`config.mk`:
```
export PLATFORM = sky130hd
export DESIGN_NAME = brResolver
export DESIGN_NICKNAME = d
export VERILOG_FILES = /design/src/rtl/brPkg.sv /design/src/rtl/brControl.sv /design/src/rtl/brDatapath.sv /design/src/rtl/brResolver.sv
export SDC_FILE = /design/constraint.sdc
export NUM_CORES = 1
export LEC_CHECK = 0
export ABC_AREA = 1
export BUFFER_PORTS_ARGS = -buffer_cell sky130_fd_sc_hd__buf_2
export CAP_MARGIN = 20
export CORE_ASPECT_RATIO = 0.5
export CORE_MARGIN = 2
export CORE_UTILIZATION = 49
export DETAILED_ROUTE_END_ITERATION = 10
export PLACE_DENSITY = 0.76
export SLEW_MARGIN = 10
export SYNTH_ARGS = -nofsm -noshare
export SYNTH_HDL_FRONTEND = slang
export SYNTH_SLANG_ARGS = --single-unit
```
`constraint.sdc`:
```
create_clock -name clk -period 2.9 [get_ports clk]
set_input_delay 0.58 -clock clk [delete_from_list [all_inputs] [get_ports clk]]
set_output_delay 0.58 -clock clk [all_outputs]
set_load 0.05 [all_outputs]
```
`src/rtl/brPkg.sv`:
```
package brPkg;

  typedef enum logic [1:0] {
    KIND_ALWAYS  = 2'd0,
    KIND_FLAG    = 2'd1,
    KIND_LOOP    = 2'd2,
    KIND_CNTZERO = 2'd3
  } brKindE;

  // flag vector bit positions
  localparam int FLAG_CF = 0;
  localparam int FLAG_PF = 1;
  localparam int FLAG_ZF = 2;
  localparam int FLAG_SF = 3;
  localparam int FLAG_OF = 4;
  localparam int FLAG_W  = 5;

  // strobes from control to datapath
  typedef struct packed {
    logic take;
    logic writeCnt;
    logic shortDisp;
  } brStrobeT;

endpackage

```
`src/rtl/brControl.sv`:
```
module brControl
  import brPkg::*;
(
  input  logic [1:0]        brKind,
  input  logic [3:0]        condCode,
  input  logic [FLAG_W-1:0] flags,
  input  logic              wideCnt,
  input  logic              cntZeroWide,
  input  logic              cntZeroShort,
  input  logic              decNonZero,
  output brStrobeT          strobe
);

  logic cf, pf, zf, sf, ovf;
  logic signDiff;
  logic [7:0] basePred;
  logic condHit;

  assign cf  = flags[FLAG_CF];
  assign pf  = flags[FLAG_PF];
  assign zf  = flags[FLAG_ZF];
  assign sf  = flags[FLAG_SF];
  assign ovf = flags[FLAG_OF];
  assign signDiff = sf ^ ovf;

  // even-numbered predicates, indexed by condCode[3:1]
  always_comb begin
    basePred[0] = ovf;
    basePred[1] = cf;
    basePred[2] = zf;
    basePred[3] = cf | zf;
    basePred[4] = sf;
    basePred[5] = pf;
    basePred[6] = signDiff;
    basePred[7] = signDiff | zf;
  end

  assign condHit = basePred[condCode[3:1]] ^ condCode[0];

  always_comb begin
    strobe = '0;
    unique case (brKindE'(brKind))
      KIND_ALWAYS:  strobe.take = 1'b1;
      KIND_FLAG:    strobe.take = condHit;
      KIND_LOOP: begin
        strobe.take      = decNonZero;
        strobe.writeCnt  = 1'b1;
        strobe.shortDisp = 1'b1;
      end
      KIND_CNTZERO: strobe.take = wideCnt ? cntZeroWide : cntZeroShort;
      default:      strobe = '0;
    endcase
  end

endmodule

```
`src/rtl/brDatapath.sv`:
```
module brDatapath
  import brPkg::*;
#(
  parameter int ADDR_W      = 32,
  parameter int CNT_W       = 32,
  parameter int SHORT_W     = 16,
  parameter int LOOP_DISP_W = 8
) (
  input  logic              clk,
  input  logic              rstN,
  input  logic              inValid,
  input  brStrobeT          strobe,
  input  logic [CNT_W-1:0]  counter,
  input  logic [ADDR_W-1:0] seqIp,
  input  logic [ADDR_W-1:0] disp,
  output logic              cntZeroWide,
  output logic              cntZeroShort,
  output logic              decNonZero,
  output logic              outValid,
  output logic              taken,
  output logic [ADDR_W-1:0] nextIp,
  output logic [CNT_W-1:0]  cntOut,
  output logic              cntWe
);

  localparam int EXT_W = ADDR_W - LOOP_DISP_W;

  logic [CNT_W-1:0]  cntDec;
  logic [ADDR_W-1:0] shortOff;
  logic [ADDR_W-1:0] offset;
  logic [ADDR_W-1:0] target;

  assign cntDec      = counter - CNT_W'(1);
  assign decNonZero  = |cntDec;
  assign cntZeroWide = ~|counter;

  generate
    if (SHORT_W < CNT_W) begin : g_narrow
      assign cntZeroShort = ~|counter[SHORT_W-1:0];
    end else begin : g_same
      assign cntZeroShort = cntZeroWide;
    end
  endgenerate

  assign shortOff = {{EXT_W{disp[LOOP_DISP_W-1]}}, disp[LOOP_DISP_W-1:0]};
  assign offset   = strobe.shortDisp ? shortOff : disp;
  assign target   = seqIp + offset;

  always_ff @(posedge clk) begin
    if (!rstN) begin
      outValid <= 1'b0;
      taken    <= 1'b0;
      cntWe    <= 1'b0;
      nextIp   <= '0;
      cntOut   <= '0;
    end else begin
      outValid <= inValid;
      taken    <= inValid & strobe.take;
      cntWe    <= inValid & strobe.writeCnt;
      if (inValid) begin
        nextIp <= strobe.take ? target : seqIp;
        cntOut <= strobe.writeCnt ? cntDec : counter;
      end
    end
  end

endmodule

```
`src/rtl/brResolver.sv`:
```
module brResolver
  import brPkg::*;
#(
  parameter int ADDR_W      = 32,
  parameter int CNT_W       = 32,
  parameter int SHORT_W     = 16,
  parameter int LOOP_DISP_W = 8
) (
  input  logic              clk,
  input  logic              rstN,
  input  logic              inValid,
  input  logic [1:0]        brKind,
  input  logic [3:0]        condCode,
  input  logic [4:0]        flags,
  input  logic              wideCnt,
  input  logic [CNT_W-1:0]  counter,
  input  logic [ADDR_W-1:0] seqIp,
  input  logic [ADDR_W-1:0] disp,
  output logic              outValid,
  output logic              taken,
  output logic [ADDR_W-1:0] nextIp,
  output logic [CNT_W-1:0]  cntOut,
  output logic              cntWe
);

  brStrobeT strobe;
  logic cntZeroWide, cntZeroShort, decNonZero;

  brControl u_ctrl (
    .brKind       (brKind),
    .condCode     (condCode),
    .flags        (flags),
    .wideCnt      (wideCnt),
    .cntZeroWide  (cntZeroWide),
    .cntZeroShort (cntZeroShort),
    .decNonZero   (decNonZero),
    .strobe       (strobe)
  );

  brDatapath #(
    .ADDR_W      (ADDR_W),
    .CNT_W       (CNT_W),
    .SHORT_W     (SHORT_W),
    .LOOP_DISP_W (LOOP_DISP_W)
  ) u_dp (
    .clk          (clk),
    .rstN         (rstN),
    .inValid      (inValid),
    .strobe       (strobe),
    .counter      (counter),
    .seqIp        (seqIp),
    .disp         (disp),
    .cntZeroWide  (cntZeroWide),
    .cntZeroShort (cntZeroShort),
    .decNonZero   (decNonZero),
    .outValid     (outValid),
    .taken        (taken),
    .nextIp       (nextIp),
    .cntOut       (cntOut),
    .cntWe        (cntWe)
  );

endmodule

```
# Yosys cells after proc, flatten, opt, wreduce, memory -nomap -nowiden
# Index checks and enable logic that the tools add are counted.
# W data, S select, Z words.
[word_totals] regBits=67 latch_bits=0 mem_count=0 ramBits=0 rom_bits=0 wordCells=31
[op_classes] magnitude_cmp=1 div_mod_pow=0 addsub=2 n_reduce_logical=6 shift=0 bitwise_logic=6 mul=0 n_mux=8 eq_ne=3
[ops] op="$mux W32" n=3
[ops] op="$reduce_or A32 Y1" n=2
[ops] op="$add A32 B32 Y32" n=1
[ops] op="$sub A32 B1 Y32 const B" n=1
[ops] op="$reduce_or A16 Y1" n=1
[ops] op="$eq A2 B2 Y1 const B" n=2
[ops] op="$lt A3 B4 Y1 const B" n=1
[ops] op="$pmux W1 S4" n=1
[ops] op="$bmux W1 S3" n=1
[ops] op="$and A1 B1 Y1" n=2
[ops] op="$eq A2 B1 Y1 const B" n=1
[ops] op="$logic_not A1 Y1" n=2
[ops] op="$logic_not A2 Y1" n=1
[ops] op="$mux W1" n=2
[ops] op="$mux W2" n=1
[ops] op="$or A1 B1 Y1" n=2
[ops] op="$xor A1 B1 Y1" n=2

# Logic depth before layout (Yosys ltp)
[depth] ltp_word=7 ltp_mapped=21

# By module
# From an unflattened synthesis, not the netlist that was laid out.
[hier_totals] hier_cells=1210 area_unflattened_um2=6656.4
[modules_own_cells] module="brDatapath" cells_per_inst=1172 area_per_inst_um2=6486.2 instances=1
[modules_own_cells] module="brControl" cells_per_inst=38 area_per_inst_um2=170.2 instances=1

# Least setup slack after synthesis
# Ideal clock, no wire load.
[synth_path] path_type="input to register" startpoint="input brKind[1]" endpoint="register u_dp.nextIp[23]" arrival_time_ns=3.004 path_stages=20 slack_ns=-0.237 path_buffers=1 setup_time_ns=0.132 required_ns=2.768 cell_sequence="inv_1 nor2_1 clkinv_1 or2_2 clkbuf_1 o21ai_0 inv_1 ha_1 nand2_1 nor2_1 inv_1 nor3_1 nand4_1 nand3b_1 nand2_1 nand2_1 xnor2_1 nand2_1 nand3_1 a21oi_1"
[synth_between] elab_chain_len=5 elab_cells_between_ends=9 cone_classes="add/sub (1); eq/ne (3); mux (4); reduce/logical (1)"
[synth_lines] item="start: declaration" line_no="brResolver.sv:12" source="input logic [1:0] brKind,"
[synth_lines] item="$eq A2 B2 Y1" line_no="brControl.sv:42" source="unique case (brKindE'(brKind))"
[synth_lines] item="$mux W2" line_no="brControl.sv:42"
[synth_lines] item="$mux W32" line_no="brDatapath.sv:46" source="assign offset = strobe.shortDisp ? shortOff : disp;"
[synth_lines] item="$add A32 B32 Y32" line_no="brDatapath.sv:47" source="assign target = seqIp + offset;"
[synth_lines] item="$mux W32 *" line_no="brDatapath.sv:61" source="nextIp <= strobe.take ? target : seqIp;"
[synth_lines] item="end signal: assignment" line_no="brDatapath.sv:61"
[synth_lines] item="end: declaration" line_no="brDatapath.sv:21" source="output logic [ADDR_W-1:0] nextIp,"
# Mark *: on every way between the ends. The rest lies on a longest branch, timed or not.
# A chain may end at the register's enable or synchronous reset.

# Worst setup path after layout
# Same ends and word-level chain as after synthesis.

==> run metrics <==
Area Growth Syn to Fin 41.10%; slew margin rel. 25.35%; Unique masters post-synth 37; grt total ovfl 0; Post-Route WL 23290 microns; crit end category flip-flop; vias in the first global route 7469; Avg Inst Size Synth 5.823 sq um; r2r setup slk 2.21 ns; synthesized area 6324 sq um; leading cell type in the layout, fill and taps excluded nand2_1; Worst-Skew Late Latency 0.33 ns; Cells after Synth 1086; status finished, final reports clean; worst clock skew 0 ns; register area share after synthesis 21.21%; Detailed Route Iter0 Violations 772; vias 8170; PwrDens 462.6 nW/um^2; CTS Buf Count 9; count of final setup violators 0; f_max 355.2 MHz; Tot GR Track Use 32.14%; critical path startpoint category primary input; crit path kind primary input to flip-flop; root buffer cell clkbuf_16; final core utilization 70.66%; crit path DAT 3.04 ns; Post-DRT Antenna Nets 0; first-pass GRT wire length 36140 microns; Hold EP u_dp.nextIp[5]$_SDFFE_PN0P_; largest net degree at the start of global routing 53; Antenna diodes 0; global placement routability congestion 0.9584; Site Rows 29; height of the chip 84.33 microns; Static Leak 4.473 nW; number of hold buffers added after CTS 0; # nets final 1492; clock period minus worst slack 2.815 ns; Worst-path clk slew 0.06 ns; worst slew pin tran 1.120 ns; CTS H-tree lvls 3; port buffer count 177; type of the worst min-delay path flip-flop to flip-flop; HPWL Detailed 17300 microns; Fin Setup TNS 0 ns; final worst path period share 97.07%; vias per inst 5.371; Cells on Worst Hold Path 2; drt drc 0; share of cells above drive strength 1 28.50%; R2R Path End u_dp.cntOut[0]$_SDFFE_PN0P_; first-pass iteration count of the detailed router 5; initial antenna violation count 0; total core area 12630 sq um; CP max FO 9; FF+latch count, synth 67; Hold Crit Start u_dp.nextIp[5]$_SDFFE_PN0P_; CTS tree done; WP data required 3.12 ns; Initial Util 50.08%; I/O pins 178; Peak supply drop 0.3205 mV; routed len/inst 15.31 microns; chip width 164.7 microns; fin. max-slew vios 0; Worst R2R Start u_dp.cntOut[0]$_SDFFE_PN0P_; max_cap viols 0; Max clock buf depth 2; die area 13890 sq um; final hold violations 0; Reg2Reg Depth 2; most frequent cells in the layout 270 x nand2_1, 177 x buf_2, 135 x inv_1; Mapped Nets 1232; synth warn 0; CTS sink cnt 67
-- logic make-up (layout without fill, tap and decap cells) --
| logic type | after synthesis | in the layout | synth area share (%) |
|---|---|---|---|
| buf+inv | 176 | 439 | 10.92 |
| simple gates | 534 | 536 | 36.55 |
| flops | 67 | 67 | 21.21 |
| xor+xnor | 28 | 28 | 3.878 |
| fa+ha+maj | 35 | 35 | 7.044 |
| compound gates | 246 | 246 | 20.40 |
-- layer usage --
metal	up-vias	track usage [%]	routed length [microns]
met5	-	0	0
met1	3719	42.88	10440
li1	4093	-	-
met2	306	53.78	10820
met3	52	4.496	1464
met4	0	10.36	563
-- area by class of cell --
| type | count | area (sq um) |
|---|---|---|
| inverters | 137 | 516.7 |
| multi-input cells | 845 | 4683 |
| clock inverters | 6 | 111.4 |
| flip-flops and latches | 67 | 1341 |
| fillers | 1148 | 3705 |
| well taps | 170 | 212.7 |
| repair buffers | 286 | 1818 |
| clock buffers | 10 | 239.0 |
-- how the worst max path moves through the flow --
| stage | startpoint | depth (start not counted) | slack, ns | to |
|---|---|---|---|---|
| 2_1_floorplan | brKind[1] | 18 | -0.01 | u_dp.nextIp[23]$_SDFFE_PN0P_ |
| 3_3_place_gp | brKind[1] | 18 | -0.45 | u_dp.nextIp[22]$_SDFFE_PN0P_ |
| 3_5_place_dp | brKind[1] | 19 | -0.45 | u_dp.nextIp[21]$_SDFFE_PN0P_ |
| 4_1_cts | brKind[1] | 19 | 0.05 | u_dp.nextIp[21]$_SDFFE_PN0P_ |
| 5_1_grt | brKind[1] | 20 | -0.05 | u_dp.nextIp[23]$_SDFFE_PN0P_ |
| 6_report | brKind[1] | 20 | 0.08 | u_dp.nextIp[23]$_SDFFE_PN0P_ |
-- synthesized netlist by cell type --
cell       count  area share [%]
inv_2          1           0.059
nor2_4         3            0.53
dfxtp_1       67              21
nand3b_1       7            0.83
a31oi_1        4            0.40
fa_1           1            0.32
xnor2_1       17             2.4
o21bai_1       3            0.36
o21ai_1        8            0.63
xor2_1        11             1.5
nand2_1      274              16
o211ai_1       7            0.83
inv_1        135             8.0
nand4_1       17             1.7
clkbuf_1      27             1.6
nor3_1        10            0.79
clkinv_1       1           0.059
and2_1         1           0.099
buf_2          6            0.47
nor2_1       102             6.1
nand2_4        2            0.36
a21oi_1      132              10
ha_1          34             6.7
o2111ai_1      2            0.28
o21ai_0       82             6.5
a211oi_1       1            0.12
buf_6          3            0.53
nor2_8         1            0.32
nand2_2        7            0.69
nor2_2         8            0.79
a21o_1         5            0.59
nand3_1       99             7.8
buf_1          3            0.18
nor4_1         2            0.20
a21boi_0       1            0.12
a21oi_2        1            0.14
or2_2          1           0.099
-- through the flow --
| step | hold WS [ns] | power, mW | instance area, sq um | setup slack, ns | instances |
|---|---|---|---|---|---|
| after floorplan | 0.6900 | 2.076 | 6401 | -0.01349 | 1086 |
| after global placement | 0.4480 | 2.652 | 8190 | -0.4526 | 1500 |
| after detailed placement | 0.4511 | 2.668 | 8190 | -0.4497 | 1500 |
| after CTS | 0.4616 | 3.999 | 8543 | 0.04545 | 1516 |
| after global routing | 0.4763 | 4.331 | 8922 | -0.05390 | 1521 |
| final | 0.4595 | 4.128 | 8922 | 0.08499 | 1521 |
-- flip-flops by register name (all words and copies together), names as in the netlist --
signal / cells
u_dp.cntOut: 32
u_dp.nextIp: 32
u_dp.cntWe: 1
u_dp.outValid: 1
u_dp.taken: 1
-- where the power goes --
part / leakage [nW] / switching [mW] / internal (mW)
sequential: 0.554 / 0.0359 / 0.997
combinational: 3.75 / 1.09 / 0.673
clock: 0.169 / 0.466 / 0.866
-- worst max-delay path, cell delays in order --
cell	delay, ns
buf_2	0.09
inv_1	0.07
nor2_4	0.12
inv_4	0.07
or2_4	0.29
o21ai_0	0.10
inv_1	0.09
ha_4	0.29
nand2_1	0.09
nor2_2	0.15
inv_1	0.07
nor3_2	0.24
nand4_1	0.12
nand3b_1	0.15
nand2_1	0.07
nand2_1	0.10
xnor2_1	0.13
nand2_1	0.07
nand3_1	0.06
a21oi_1	0.06
-- what timing repair did --
item,CTS,global route
setup endpoints to repair,11,30
gates resized for setup,1,64
buffers inserted,0,1
endpoints found under the hold margin,0,0
pin swaps,0,9
gates cloned,0,4
Note: power is estimated with default switching activity, not from simulation.
